## config.mk

```make
export PLATFORM = sky130hd
export DESIGN_NAME = idx_bus_seq
export DESIGN_NICKNAME = d
export VERILOG_FILES = /design/src/rtl/idxseq_pkg.sv /design/src/rtl/idxseq_plan.sv /design/src/rtl/idxseq_agen.sv /design/src/rtl/idxseq_capture.sv /design/src/rtl/idx_bus_seq.sv
export SDC_FILE = /design/constraint.sdc
export NUM_CORES = 1
export LEC_CHECK = 0
export BUFFER_PORTS_ARGS = -buffer_cell sky130_fd_sc_hd__buf_2
export CORE_ASPECT_RATIO = 0.7
export CORE_MARGIN = 10
export CORE_UTILIZATION = 35
export CTS_CLUSTER_DIAMETER = 80
export DETAILED_ROUTE_END_ITERATION = 16
export GPL_ROUTABILITY_DRIVEN = 0
export PLACE_DENSITY = 0.62
export SYNTH_ARGS = -nofsm -noshare
export SYNTH_HDL_FRONTEND = slang
export SYNTH_SLANG_ARGS = --single-unit
```

## constraint.sdc

```tcl
create_clock -name clk -period 4.3 [get_ports clk]
set_input_delay 0.215 -clock clk [delete_from_list [all_inputs] [get_ports clk]]
set_output_delay 0.215 -clock clk [all_outputs]
set_load 0.02 [all_outputs]
```

## src/rtl/idxseq_pkg.sv

```systemverilog
package idxseq_pkg;
  localparam int CLS_W = 3;
  localparam int CYC_W = 3;

  localparam logic [CLS_W-1:0] CL_JMP  = 3'd0;
  localparam logic [CLS_W-1:0] CL_RD8  = 3'd1;
  localparam logic [CLS_W-1:0] CL_ST8  = 3'd2;
  localparam logic [CLS_W-1:0] CL_LD16 = 3'd3;
  localparam logic [CLS_W-1:0] CL_RMW  = 3'd4;
  localparam logic [CLS_W-1:0] CL_TST  = 3'd5;

  // kind of bus cycle
  typedef enum logic [2:0] {
    K_IDLE, K_OPC, K_OFS, K_DUM, K_RD8, K_RDH, K_RDL, K_WR
  } kind_t;

  function automatic logic [CYC_W-1:0] seq_len(input logic [CLS_W-1:0] c);
    case (c)
      CL_RD8, CL_ST8: seq_len = 3'd4;
      CL_LD16:        seq_len = 3'd5;
      CL_RMW, CL_TST: seq_len = 3'd6;
      default:        seq_len = 3'd3;
    endcase
  endfunction

  function automatic kind_t seq_kind(input logic [CLS_W-1:0] c,
                                     input logic [CYC_W-1:0] n);
    seq_kind = K_IDLE;
    case (n)
      3'd1: seq_kind = K_OPC;
      3'd2: seq_kind = K_OFS;
      3'd3: seq_kind = K_DUM;
      3'd4: case (c)
              CL_RD8, CL_RMW, CL_TST: seq_kind = K_RD8;
              CL_ST8:                 seq_kind = K_WR;
              CL_LD16:                seq_kind = K_RDH;
              default:                seq_kind = K_IDLE;
            endcase
      3'd5: case (c)
              CL_LD16:        seq_kind = K_RDL;
              CL_RMW, CL_TST: seq_kind = K_DUM;
              default:        seq_kind = K_IDLE;
            endcase
      3'd6: case (c)
              CL_RMW:  seq_kind = K_WR;
              CL_TST:  seq_kind = K_DUM;
              default: seq_kind = K_IDLE;
            endcase
      default: seq_kind = K_IDLE;
    endcase
  endfunction
endpackage

```

## src/rtl/idxseq_plan.sv

```systemverilog
module idxseq_plan
  import idxseq_pkg::*;
(
  input  logic [CLS_W-1:0] cls_i,
  input  logic [CYC_W-1:0] cyc_i,
  output kind_t            kind_o,
  output logic             last_o
);
  always_comb begin
    kind_o = seq_kind(cls_i, cyc_i);
    last_o = (cyc_i != '0) && (cyc_i == seq_len(cls_i));
  end
endmodule

```

## src/rtl/idxseq_agen.sv

```systemverilog
module idxseq_agen
  import idxseq_pkg::*;
#(
  parameter int AW = 16
) (
  input  kind_t          kind_i,
  input  logic [AW-1:0]  opa_i,
  input  logic [AW-1:0]  ea_i,
  output logic [AW-1:0]  addr_o,
  output logic           rd_o
);
  localparam logic [AW-1:0] ONE = AW'(1);

  always_comb begin
    case (kind_i)
      K_OPC:               addr_o = opa_i;
      K_OFS:               addr_o = opa_i + ONE;
      K_RD8, K_RDH, K_WR:  addr_o = ea_i;
      K_RDL:               addr_o = ea_i + ONE;
      default:             addr_o = '1;
    endcase
    rd_o = (kind_i != K_WR);
  end
endmodule

```

## src/rtl/idxseq_capture.sv

```systemverilog
module idxseq_capture
  import idxseq_pkg::*;
#(
  parameter int AW = 16,
  parameter int DW = 8
) (
  input  logic            clk,
  input  logic            rst,
  input  kind_t           kind_i,
  input  logic [DW-1:0]   din_i,
  input  logic [AW-1:0]   idx_i,
  output logic [DW-1:0]   opcode_o,
  output logic [AW-1:0]   ea_o,
  output logic [2*DW-1:0] operand_o
);
  localparam int PAD = AW - DW;

  always_ff @(posedge clk) begin
    if (rst) begin
      opcode_o  <= '0;
      ea_o      <= '0;
      operand_o <= '0;
    end else begin
      case (kind_i)
        K_OPC: opcode_o <= din_i;
        K_OFS: ea_o <= idx_i + {{PAD{1'b0}}, din_i};
        K_RD8: operand_o <= {{DW{1'b0}}, din_i};
        K_RDH: operand_o[2*DW-1:DW] <= din_i;
        K_RDL: operand_o[DW-1:0] <= din_i;
        default: ;
      endcase
    end
  end


  ea_stable_chk: assert property (@(posedge clk) disable iff (rst)
    (kind_i != K_OFS) |=> $stable(ea_o));


  word_low_chk: assert property (@(posedge clk) disable iff (rst)
    (kind_i == K_RDL) |=> (operand_o[DW-1:0] == $past(din_i)));
endmodule

```

## src/rtl/idx_bus_seq.sv

```systemverilog
module idx_bus_seq
  import idxseq_pkg::*;
#(
  parameter int AW = 16,
  parameter int DW = 8
) (
  input  logic            clk,
  input  logic            rst,
  input  logic            start_i,
  input  logic [2:0]      class_i,
  input  logic [15:0]     op_addr_i,
  input  logic [15:0]     index_i,
  input  logic [7:0]      acc_i,
  input  logic [7:0]      rmw_i,
  input  logic [7:0]      din_i,
  output logic [15:0]     addr_o,
  output logic            rw_o,
  output logic [7:0]      wdata_o,
  output logic            busy_o,
  output logic            done_o,
  output logic [7:0]      opcode_o,
  output logic [15:0]     eff_addr_o,
  output logic [15:0]     operand_o
);
  localparam logic [CYC_W-1:0] C_ONE = CYC_W'(1);

  logic [CYC_W-1:0] cnt_q, cnt_nx;
  logic [CLS_W-1:0] cls_q, cls_nx;
  logic [AW-1:0]    opa_q, opa_nx, idx_q, ea_w, addr_nx;
  logic [DW-1:0]    acc_q;
  logic             accept, last_cur, last_nx, rd_nx;
  kind_t            kind_cur, kind_nx;

  assign accept = (cnt_q == '0) && start_i;

  // current cycle decode: drives capture and the end-of-instruction step
  idxseq_plan u_plan_cur (
    .cls_i (cls_q), .cyc_i (cnt_q), .kind_o (kind_cur), .last_o (last_cur)
  );

  always_comb begin
    if (cnt_q == '0) cnt_nx = accept ? C_ONE : '0;
    else             cnt_nx = last_cur ? '0 : cnt_q + C_ONE;
    cls_nx = accept ? class_i   : cls_q;
    opa_nx = accept ? op_addr_i : opa_q;
  end

  // next cycle decode: feeds the registered bus outputs
  idxseq_plan u_plan_nx (
    .cls_i (cls_nx), .cyc_i (cnt_nx), .kind_o (kind_nx), .last_o (last_nx)
  );

  idxseq_capture #(.AW(AW), .DW(DW)) u_cap (
    .clk (clk), .rst (rst), .kind_i (kind_cur), .din_i (din_i),
    .idx_i (idx_q), .opcode_o (opcode_o), .ea_o (ea_w),
    .operand_o (operand_o)
  );

  idxseq_agen #(.AW(AW)) u_agen (
    .kind_i (kind_nx), .opa_i (opa_nx), .ea_i (ea_w),
    .addr_o (addr_nx), .rd_o (rd_nx)
  );

  always_ff @(posedge clk) begin
    if (rst) begin
      cnt_q   <= '0;
      cls_q   <= '0;
      opa_q   <= '0;
      idx_q   <= '0;
      acc_q   <= '0;
      addr_o  <= '1;
      rw_o    <= 1'b1;
      wdata_o <= '0;
      done_o  <= 1'b0;
    end else begin
      cnt_q <= cnt_nx;
      cls_q <= cls_nx;
      opa_q <= opa_nx;
      if (accept) begin
        idx_q <= index_i;
        acc_q <= acc_i;
      end
      addr_o <= addr_nx;
      rw_o   <= rd_nx;
      if (kind_nx == K_WR) wdata_o <= (cls_nx == CL_RMW) ? rmw_i : acc_q;
      else                 wdata_o <= '0;
      done_o <= last_nx;
    end
  end

  assign busy_o     = (cnt_q != '0);
  assign eff_addr_o = ea_w;


  dummy3_addr_chk: assert property (@(posedge clk) disable iff (rst)
    (cnt_q == 3'd3) |-> (addr_o == '1 && rw_o));


  wdata_zero_chk: assert property (@(posedge clk) disable iff (rst)
    rw_o |-> (wdata_o == '0));


  done_pulse_chk: assert property (@(posedge clk) disable iff (rst)
    done_o |=> (!done_o && !busy_o));


  busy_hold_chk: assert property (@(posedge clk) disable iff (rst)
    (busy_o && !done_o) |=> busy_o);


  write_addr_chk: assert property (@(posedge clk) disable iff (rst)
    !rw_o |-> (addr_o == eff_addr_o && (cnt_q == 3'd4 || cnt_q == 3'd6)));


  test_no_write_chk: assert property (@(posedge clk) disable iff (rst)
    (busy_o && cls_q == CL_TST) |-> rw_o);
endmodule

```

==> reports/results.tsv, run 1 <==
metric	value	unit
first_global_vias	5434	
cts_hold_buf	0	
antenna_found_initial	2	
grt-ovfl-total	0	
fin_crit	3.82	ns
synth_flop_cell	dfxtp_1	
cellLeakagePower	3.08	nW
drt_iter0_markers	444	
synthArstFlopShare	0	%
netlist_area	6080	um2
clock-root-buffer	clkbuf_16	
setup_tns	0	ns
grt_util_met1	22.3	%
clockBufferDepth	2	
die_h	130	um
io_pins	129	
critPathLaunchType	register	
tightestPinTransition	0.993	ns
synth_fp_nets	819	
arrival	4.10	ns
drc	0	
clock-sinks	112	
grt_usage	15.8	%
syn_inst	742	
numCtsBuffers	9	
routed_wl	18400	um
io_buffers	128	
hold_viol_final	0	
core	17100	um2
synth-seq-cells	112	
avgSynthCellArea	8.19	um2
tritoncts	done	
endpoint_kind	register	
yosysWarnings	0	
ant_nets	0	
place_inst	1072	
regArea	2240	um2
status	complete, no violations	
multi_input_area	3560	um2
skew	0.00840	ns
drive_gt1_share	21.4	%
peakVddDrop	0.197	mV
cts_max_level	3	
die_area	23100	um2
clk_pin_slew_worst_paths	0.08	ns
synth.top_cell.area_share	36.9	%
required	4.58	ns
comb_power_share	20.5	%
setup_viol	0	
r2r_slack	0.48	ns
switchingPower	0.780	mW
met3_usage	5.25	%
clkPwrFrac	33.5	%
max_cap_violations	0	
vias_per_cell	5.22	
dr.pass1.iters	5	
seqPwrFrac	46.0	%
yosysSeqAreaShare	36.9	%
fp-row-count	40	
busiest_layer	met2	
fillers	1777	
grt_max_degree	47	
clk_latency	0.37	ns
synth-edff-count	0	
final_nets	929	
slew_violations	0	
yosys.cell_count.top_type	dfxtp_1	
final_min_period_over_clock_period	88.7	%
wl_per_cell	16.9	um
path_max_fanout	17	
synth_common_cells	112 x dfxtp_1, 106 x nand2_1, 87 x nor2_1, 65 x a21oi_1, 51 x mux2i_1	
final_cells	1089	
yosys.area.top_type	dfxtp_1	
hold_path.class	primary input to register	
synth.distinct_cells	71	
grtUsageMet2	22.7	%
fmax	262	MHz
grt_pass1_wl	29400	um
internal_power	1.70	mW
crit_type	register to register	
via_count	5682	
synth_area_leaders	dfxtp_1 37%, mux2i_1 8.4%, nand2_1 6.5%	
start_util	35.5	%
die_x	178	um
maxSlewHeadroom	33.8	%
post-cts-setup-buffers	0	
area_delta_synth_final	18.9	%
rsz0062_at_grt	false	
p_per_area	343	nW/um2
place_hpwl	13900	um
swShare	31.5	%
[logic make-up after synthesis]
| kind of cell | after synthesis | synth area share, % |
|---|---|---|
| XOR/XNOR | 30 | 4.32 |
| multiplexers | 56 | 9.51 |
| buffers and inverters | 64 | 4.55 |
| AND/OR/NAND/NOR | 300 | 23.5 |
| adder cells (fa/ha/maj) | 15 | 3.21 |
| flip-flops | 112 | 36.9 |
| AO/OA/AOI/OAI | 165 | 18.0 |
[stage by stage]
| step | utilization [%] | hold WS [ns] | setup slack [ns] | total power, mW | instance area, um2 |
|---|---|---|---|---|---|
| 6_report | 42.2 | 0.0767 | 0.484 | 2.48 | 7230 |
| 4_1_cts | 42.2 | 0.0653 | 0.453 | 2.50 | 7220 |
| 2_1_floorplan | - | 0.351 | 0.631 | 1.50 | 6080 |
| 5_1_grt | 42.2 | 0.0720 | 0.131 | 2.60 | 7230 |
| 3_3_place_gp | 40.5 | 0.446 | 0.531 | 1.67 | 6930 |
| 3_5_place_dp | 40.5 | 0.452 | 0.480 | 1.67 | 6930 |
[routing by layer]
layer / up-vias / routed length [um]
met1: 2633 / 9220
li1: 2854 / -
met2: 178 / 7500
met4: 2 / 197
met3: 15 / 1440
met5: - / 7
[cell usage in the layout (no fill, tap or decap), types with 4 or more instances in the layout]
cell type and n:
buf_2 128, dfxtp_1 112, nand2_1 106, nor2_1 87, a21oi_1 65, mux2i_1 50
o21ai_0 22, nand3_1 21, xnor2_1 19, buf_4 18, inv_1 17, nor3_1 16
ha_1 14, nand4_1 13, o211ai_1 12, xor2_1 11, nor3b_1 11, clkbuf_16 9
nor2b_1 8, a211oi_1 8, a31oi_1 6, nand2b_1 6, o2111ai_1 6, and3_1 5
a22oi_1 5, a311oi_1 4, o22ai_1 4, nor4_1 4, mux2_2 4
[area by class of cell]
type,instances,share of cell area (%)
inverter,17,0.883
clock inverter,7,0.900
tap,231,4.00
multi-input combinational,566,49.3
clock buffer,9,3.12
timing repair buffer,146,10.7
sequential,112,31.0
antenna,1,0.0346
[path summary, 6_finish.rpt]
kind	end	from	depth (start not counted)
hold / removal	wdata_o[1]	rmw_i[1]	3
setup / recovery	addr_o[14]	cnt_q[2]	14
hold reg to reg	idx_q[6]	idx_q[6]	2
setup reg to reg	addr_o[14]	cnt_q[2]	14
[what timing repair did]
action / CTS / global route
endpoints found under the hold margin: 0 / 0
gates resized for setup: 0 / 1
setup endpoints to repair: 0 / 3
[registers in the layout (all words and copies together), names as in the netlist]
| signal | count |
|---|---|
| cls_q | 3 |
| u_cap.operand_o | 16 |
| idx_q | 16 |
| cnt_q | 3 |
| wdata_o | 8 |
| rw_o | 1 |
| addr_o | 16 |
| done_o | 1 |
| opa_q | 16 |
| u_cap.opcode_o | 8 |
| u_cap.ea_o | 16 |
| acc_q | 8 |
[power by group through the flow]
| stage | sequential [mW] | clock, mW | combinational [mW] |
|---|---|---|---|
| 2_1_floorplan | 1.18 | 0 | 0.319 |
| 5_1_grt | 1.15 | 0.887 | 0.563 |
| 3_3_place_gp | 1.16 | 0 | 0.505 |
| 4_1_cts | 1.14 | 0.854 | 0.510 |
| 3_5_place_dp | 1.16 | 0 | 0.508 |
| 6_report | 1.14 | 0.831 | 0.508 |
[worst max-delay path: stages, from the launching register on]
cell      delay (ns)
dfxtp_1         0.63
inv_1           0.09
ha_1            0.47
nor2_1          0.25
o21a_1          0.34
nand2_1         0.17
a21oi_1         0.22
ha_1            0.23
nand2_1         0.09
mux2i_2         0.32
nand3_1         0.26
o21a_1          0.24
o21ai_0         0.14
o21ai_0         0.11
o211ai_1        0.17
Note: power is estimated with default switching activity, not from simulation.
==> run 2: changes to the inputs <==
ABC_AREA = 1   (was not set)
PLACE_DENSITY = 0.63   (was 0.62)
SKIP_CTS_REPAIR_TIMING = 1   (was not set)
SLEW_MARGIN = 25   (was not set)
==> reports/results.tsv, run 2 <==
metric	value	unit	change
clkPwrFrac	29.6	%	was 33.5%
synthArstFlopShare	0	%	unchanged
diodes	0		was 1
cts_max_level	3		unchanged
path_max_fanout	32		was 17
crit_chain	inv_1 > ha_1 > inv_1 > nor2_4 > nand2_2 > nand2_2 > nand3_4 > nand2_1 > nor3_2 > nor2_4 > inv_2 > nor2_1 > nand2_1		was inv_1 > ha_1 > nor2_1 > o21a_1 > nand2_1 > a21oi_1 > ha_1 > nand2_1 > mux2i_2 > nand3_1 > o21a_1 > o21ai_0 > o21ai_0 > o211ai_1
avgSynthCellArea	6.90	um2	was 8.19 um2
r2r_slack	0.62	ns	was 0.48 ns
final_util	42.1	%	was 42.2%
required	4.55	ns	was 4.58 ns
seqPwrFrac	43.7	%	was 46.0%
yosys.area.top_type	dfxtp_1		unchanged
rsz0062_at_grt	false		unchanged
final_min_period_over_clock_period	85.7	%	was 88.7%
place_ws	0.444	ns	was 0.480 ns
grt_max_degree	53		was 47
synth_common_cells	178 x nand2_1, 112 x dfxtp_1, 98 x nor2_1, 88 x inv_1, 79 x o21ai_0		was 112 x dfxtp_1, 106 x nand2_1, 87 x nor2_1, 65 x a21oi_1, 51 x mux2i_1
grt_pass1_wl	27600	um	was 29400 um
setup_tns	0	ns	unchanged
start_util	35.3	%	was 35.5%
routed_wl	17200	um	was 18400 um
peakVddDrop	0.193	mV	was 0.197 mV
io_buffers	128		unchanged
fmax	271	MHz	was 262 MHz
layout_commonest_cell	nand2_1		was buf_2
final_cell_mix	178 x nand2_1, 128 x buf_2, 112 x dfxtp_1		was 128 x buf_2, 112 x dfxtp_1, 106 x nand2_1
drive_gt1_share	19.1	%	was 21.4%
skew	0.0101	ns	was 0.00840 ns
hold_viol_final	0		unchanged
cp_top_family	simple AND/OR/NAND/NOR gates		was compound AO/OA/AOI/OAI gates
clock-root-buffer	clkbuf_16		unchanged
yosysSeqAreaShare	39.2	%	was 36.9%
final_cells	1169		was 1089
die_x	173	um	was 178 um
numCtsBuffers	9		unchanged
critPathLaunchType	register		unchanged
synth_area_leaders	dfxtp_1 39%, nand2_1 12%, o21ai_0 6.9%		was dfxtp_1 37%, mux2i_1 8.4%, nand2_1 6.5%
clock-sinks	112		unchanged
first_global_vias	5204		was 5434
cellLeakagePower	3.19	nW	was 3.08 nW
final_nets	1016		was 929
io_pins	129		unchanged
area_delta_synth_final	19.0	%	was 18.9%
clk_pin_slew_worst_paths	0.08	ns	about the same
antenna_found_initial	0		was 2
tightestPinTransition	0.869	ns	was 0.993 ns
hold_path.class	primary input to register		unchanged
max_cap_violations	0		unchanged
fin_ws	0.616	ns	was 0.484 ns
synthAdderAreaFrac	3.41	%	was 3.21%
path_buf_inv	3		was 1
clockBufferDepth	2		unchanged
status	complete, no violations		unchanged
synth-edff-count	0		unchanged
cp_slowest_stage_delay	0.60	ns	was 0.63 ns
setup_viol	0		unchanged
synth.top_cell.area_share	39.2	%	was 36.9%
syn_inst	830		was 742
synth-seq-cells	112		unchanged
slew_violations	0		unchanged
die_area	22000	um2	was 23100 um2
synth.distinct_cells	40		was 71
via_count	5661		was 5682
fp-row-count	39		was 40
drc	0		unchanged
switchingPower	0.942	mW	was 0.780 mW
yosysWarnings	0		unchanged
fin_crit	3.68	ns	was 3.82 ns
dr.pass1.iters	5		unchanged
grt_usage	15.4	%	was 15.8%
internal_power	1.75	mW	was 1.70 mW
synth_simple_gate_area_share	29.0	%	was 23.5%
hold_ws	0.124	ns	was 0.0767 ns
p_per_area	395	nW/um2	was 343 nW/um2
place_hpwl	13200	um	was 13900 um
drt_iter0_markers	501		was 444
muxShareOfSynthArea	0.350	%	was 9.51%
synth_flop_cell	dfxtp_1		unchanged
grt-ovfl-total	0		unchanged
die_h	127	um	was 130 um
netlist_area	5730	um2	was 6080 um2
yosys.cell_count.top_type	nand2_1		was dfxtp_1
comb_power_share	26.8	%	was 20.5%
core	16200	um2	was 17100 um2
vias_per_cell	4.84		was 5.22
synth_xor_area_share	2.14	%	was 4.32%
synth_top_family_by_area	simple AND/OR/NAND/NOR gates		unchanged
wl_per_cell	14.8	um	was 16.9 um
place_inst	1153		was 1072
synth-compound-area-share	16.5	%	was 18.0%
tritoncts	done		unchanged
maxSlewHeadroom	40.5	%	was 33.8%
crit_type	register to register		unchanged
arrival	3.93	ns	was 4.10 ns
synth_fp_nets	907		was 819
ant_nets	0		unchanged
clk_latency	0.36	ns	was 0.37 ns
swShare	34.9	%	was 31.5%
slowest_stage	nand2_2		was dfxtp_1
endpoint_kind	register		unchanged
run 2: changes by cell type after synthesis, sizes merged, moves of 11 or more:
cell    delta
nand2     +75
o21ai     +63
nand4     +19
inv       +78
o211ai    -11
nor2      +16
mux2i     -50
xnor2     -15
nand3     +27
run 2: stage by stage:
step	area (um2)	power (mW)
3_5_place_dp	6540	1.92
2_1_floorplan	5730	1.71
6_report	6820	2.69
3_3_place_gp	6540	1.91
4_1_cts	6810	2.72
5_1_grt	6820	2.87
run 2: power groups by stage:
| stage | registers (mW) | clock network (mW) | logic (mW) |
|---|---|---|---|
| 2_1_floorplan | 1.25 | 0 | 0.456 |
| 3_3_place_gp | 1.20 | 0 | 0.712 |
| 3_5_place_dp | 1.20 | 0 | 0.714 |
| 4_1_cts | 1.18 | 0.823 | 0.718 |
| 5_1_grt | 1.19 | 0.863 | 0.817 |
| 6_report | 1.18 | 0.797 | 0.721 |
run 2: per-layer routing:
metal / track usage (%) / up-vias / routed length, um
li1: - / 2939 / -
met1: 22.7 / 2523 / 8990
met2: 21.3 / 184 / 6860
met3: 4.62 / 15 / 1220
met4: 3.64 / 0 / 178
met5: 0 / - / 0
run 2: final timing paths:
kind,cells past startpoint,start,end
worst min-delay path,3,index_i[5],idx_q[5]
worst min register to register,2,acc_q[4],acc_q[4]
worst max register to register,13,cnt_q[0],addr_o[15]
worst max-delay path,13,cnt_q[0],addr_o[15]
run 2: tightest hold or removal path: stages:
cell	delay, ns
buf_2	0.10
nand3_1	0.07
a21oi_1	0.06
run 2: logic make-up (layout without fill, tap and decap cells):
logic type | count (synthesis) | after routing
compound gates | 177 | 177
simple gates | 376 | 376
xor+xnor | 14 | 14
fa+ha+maj | 15 | 15
mux | 2 | 2
flops | 112 | 112
buf+inv | 134 | 248
run 2: final cells by class:
type,instances,area (um2)
clock buffer,10,229
inverter,96,360
sequential,112,2240
fill,1709,9390
timing repair buffer,136,701
tap,225,282
multi-input combinational,584,2960
clock inverter,6,43.8
==> run 3: changes to the inputs <==
ABC_AREA = not set   (was 1)
CORE_UTILIZATION = 25   (was 35)
PLACE_DENSITY = 0.5   (was 0.63)
==> reports/results.tsv, run 3 (synthesis gave the netlist of run 1 again) <==
metric	value	unit	change
status	complete, no violations		unchanged
final_min_period_over_clock_period	90.5	%	was 85.7%
tightestPinTransition	0.935	ns	was 0.869 ns
stdcell_area	7350	um2	was 6820 um2
clk_latency	0.37	ns	was 0.36 ns
max_cap_violations	0		unchanged
post_dp_cell_area	7040	um2	was 6540 um2
met3WireLength	1430	um	was 1220 um
clock-root-buffer	clkbuf_16		unchanged
grt-ovfl-total	0		unchanged
grt_max_degree	75		was 53
drt_iter0_markers	409		was 501
required	4.51	ns	was 4.55 ns
ant_nets	0		unchanged
clk_pin_slew_worst_paths	0.09	ns	was 0.08 ns
clockBufferDepth	2		unchanged
first_global_vias	5408		was 5204
wl_met1	10300	um	was 8990 um
hold_ws	0.0749	ns	was 0.124 ns
p_per_area	342	nW/um2	was 395 nW/um2
path_max_fanout	29		was 32
vias_per_cell	4.80		was 4.84
place_ws	0.266	ns	was 0.444 ns
grt_pass1_wl	31700	um	was 27600 um
dr.pass1.iters	5		unchanged
tritoncts	done		unchanged
fin_ws	0.410	ns	was 0.616 ns
met2_length	8380	um	was 6860 um
fmax	257	MHz	was 271 MHz
setup_tns	0	ns	unchanged
drive_gt1_share	21.5	%	was 19.1%
skew	0.0140	ns	was 0.0101 ns
peakVddDrop	0.173	mV	was 0.193 mV
antenna_found_initial	2		was 0
io_buffers	128		unchanged
die_x	206	um	was 173 um
hold_path.class	primary input to register		unchanged
slew_violations	0		unchanged
final_nets	929		was 1016
die_h	150	um	was 127 um
final_cell_mix	128 x buf_2, 112 x dfxtp_1, 106 x nand2_1		was 178 x nand2_1, 128 x buf_2, 112 x dfxtp_1
setup_viol	0		unchanged
r2r_slack	0.41	ns	was 0.62 ns
fp-row-count	47		was 39
critPathLaunchType	register		unchanged
fin_crit	3.89	ns	was 3.68 ns
io_pins	129		unchanged
arrival	4.10	ns	was 3.93 ns
endpoint_kind	register		unchanged
core	23800	um2	was 16200 um2
via_count	5647		was 5661
numCtsBuffers	9		unchanged
wl_per_cell	17.4	um	was 14.8 um
place_hpwl	15400	um	was 13200 um
area_delta_synth_final	20.9	%	was 19.0%
crit_type	register to register		unchanged
die_area	31100	um2	was 22000 um2
cellLeakagePower	3.09	nW	was 3.19 nW
top_layer_used	met5		was met4
layout_commonest_cell	buf_2		was nand2_1
maxSlewHeadroom	37.2	%	was 40.5%
drc	0		unchanged
cts_max_level	3		unchanged
start_util	25.6	%	was 35.3%
clock-sinks	112		unchanged
rsz0062_at_grt	false		unchanged
grt_usage	13.0	%	was 15.4%
hold_viol_final	0		unchanged
routed_wl	20400	um	was 17200 um
fillers	2582		was 1709
## run 3: cell types whose count changed in the layout (fill, tap and decap cells not counted), moves of 10 or more
cell,before,now
nand2_1,178,106
inv_1,88,17
o21ai_0,79,22
mux2i_1,2,50
nand3_1,43,21
nand4_1,32,13
xnor2_1,4,19
nor2_1,98,87
nor3_1,5,16
nor3b_1,0,11
buf_4,8,18
o211ai_1,2,12
## run 3: metrics by stage
step           instances  util [%]  power [mW]
2_1_floorplan        742         -        1.50
3_3_place_gp        1159      29.6        1.68
3_5_place_dp        1159      29.6        1.68
4_1_cts             1175      30.9        2.55
5_1_grt             1175      30.9        2.64
6_report            1176      30.9        2.51
## run 3: metal layers
layer / track usage, % / up-vias
li1: - / 2850
met1: 18.2 / 2627
met2: 18.3 / 150
met3: 4.59 / 18
met4: 3.09 / 2
met5: 0 / -
## run 3: where the power goes
part           total, mW  internal [mW]  switching (mW)
Clock              0.856          0.411           0.445
Sequential          1.14           1.10          0.0418
Combinational      0.520          0.196           0.324
Total               2.51           1.70           0.811
## run 3: final timing paths
path,from,to,cells after the start
setup / recovery,cnt_q[0],addr_o[6],14
hold reg to reg,acc_q[4],acc_q[4],2
hold / removal,rmw_i[2],wdata_o[2],3
setup reg to reg,cnt_q[0],addr_o[6],14
## run 3: final cells by class
type | count | area [um2] | share of cell area [%]
Timing Repair Buffer | 146 | 776 | 10.6
Tap cell | 318 | 398 | 5.42
Antenna cell | 1 | 2.50 | 0.0341
Sequential cell | 112 | 2240 | 30.5
Inverter | 17 | 63.8 | 0.869
Multi-Input combinational cell | 566 | 3560 | 48.5
Clock buffer | 9 | 225 | 3.07
Clock inverter | 7 | 75.1 | 1.02
## run 3: worst max-delay path, cell delays in order, from the launching register on
cell and delay, ns:
dfxtp_1 0.55, inv_1 0.14, ha_1 0.32, nand3b_2 0.32, buf_4 0.46, mux2i_1 0.19, a21oi_1 0.24, ha_1 0.24
nand2_1 0.09, mux2i_2 0.33, nand4_1 0.16, xor2_1 0.15, nor2_1 0.05, o311ai_0 0.33, o2111ai_1 0.15
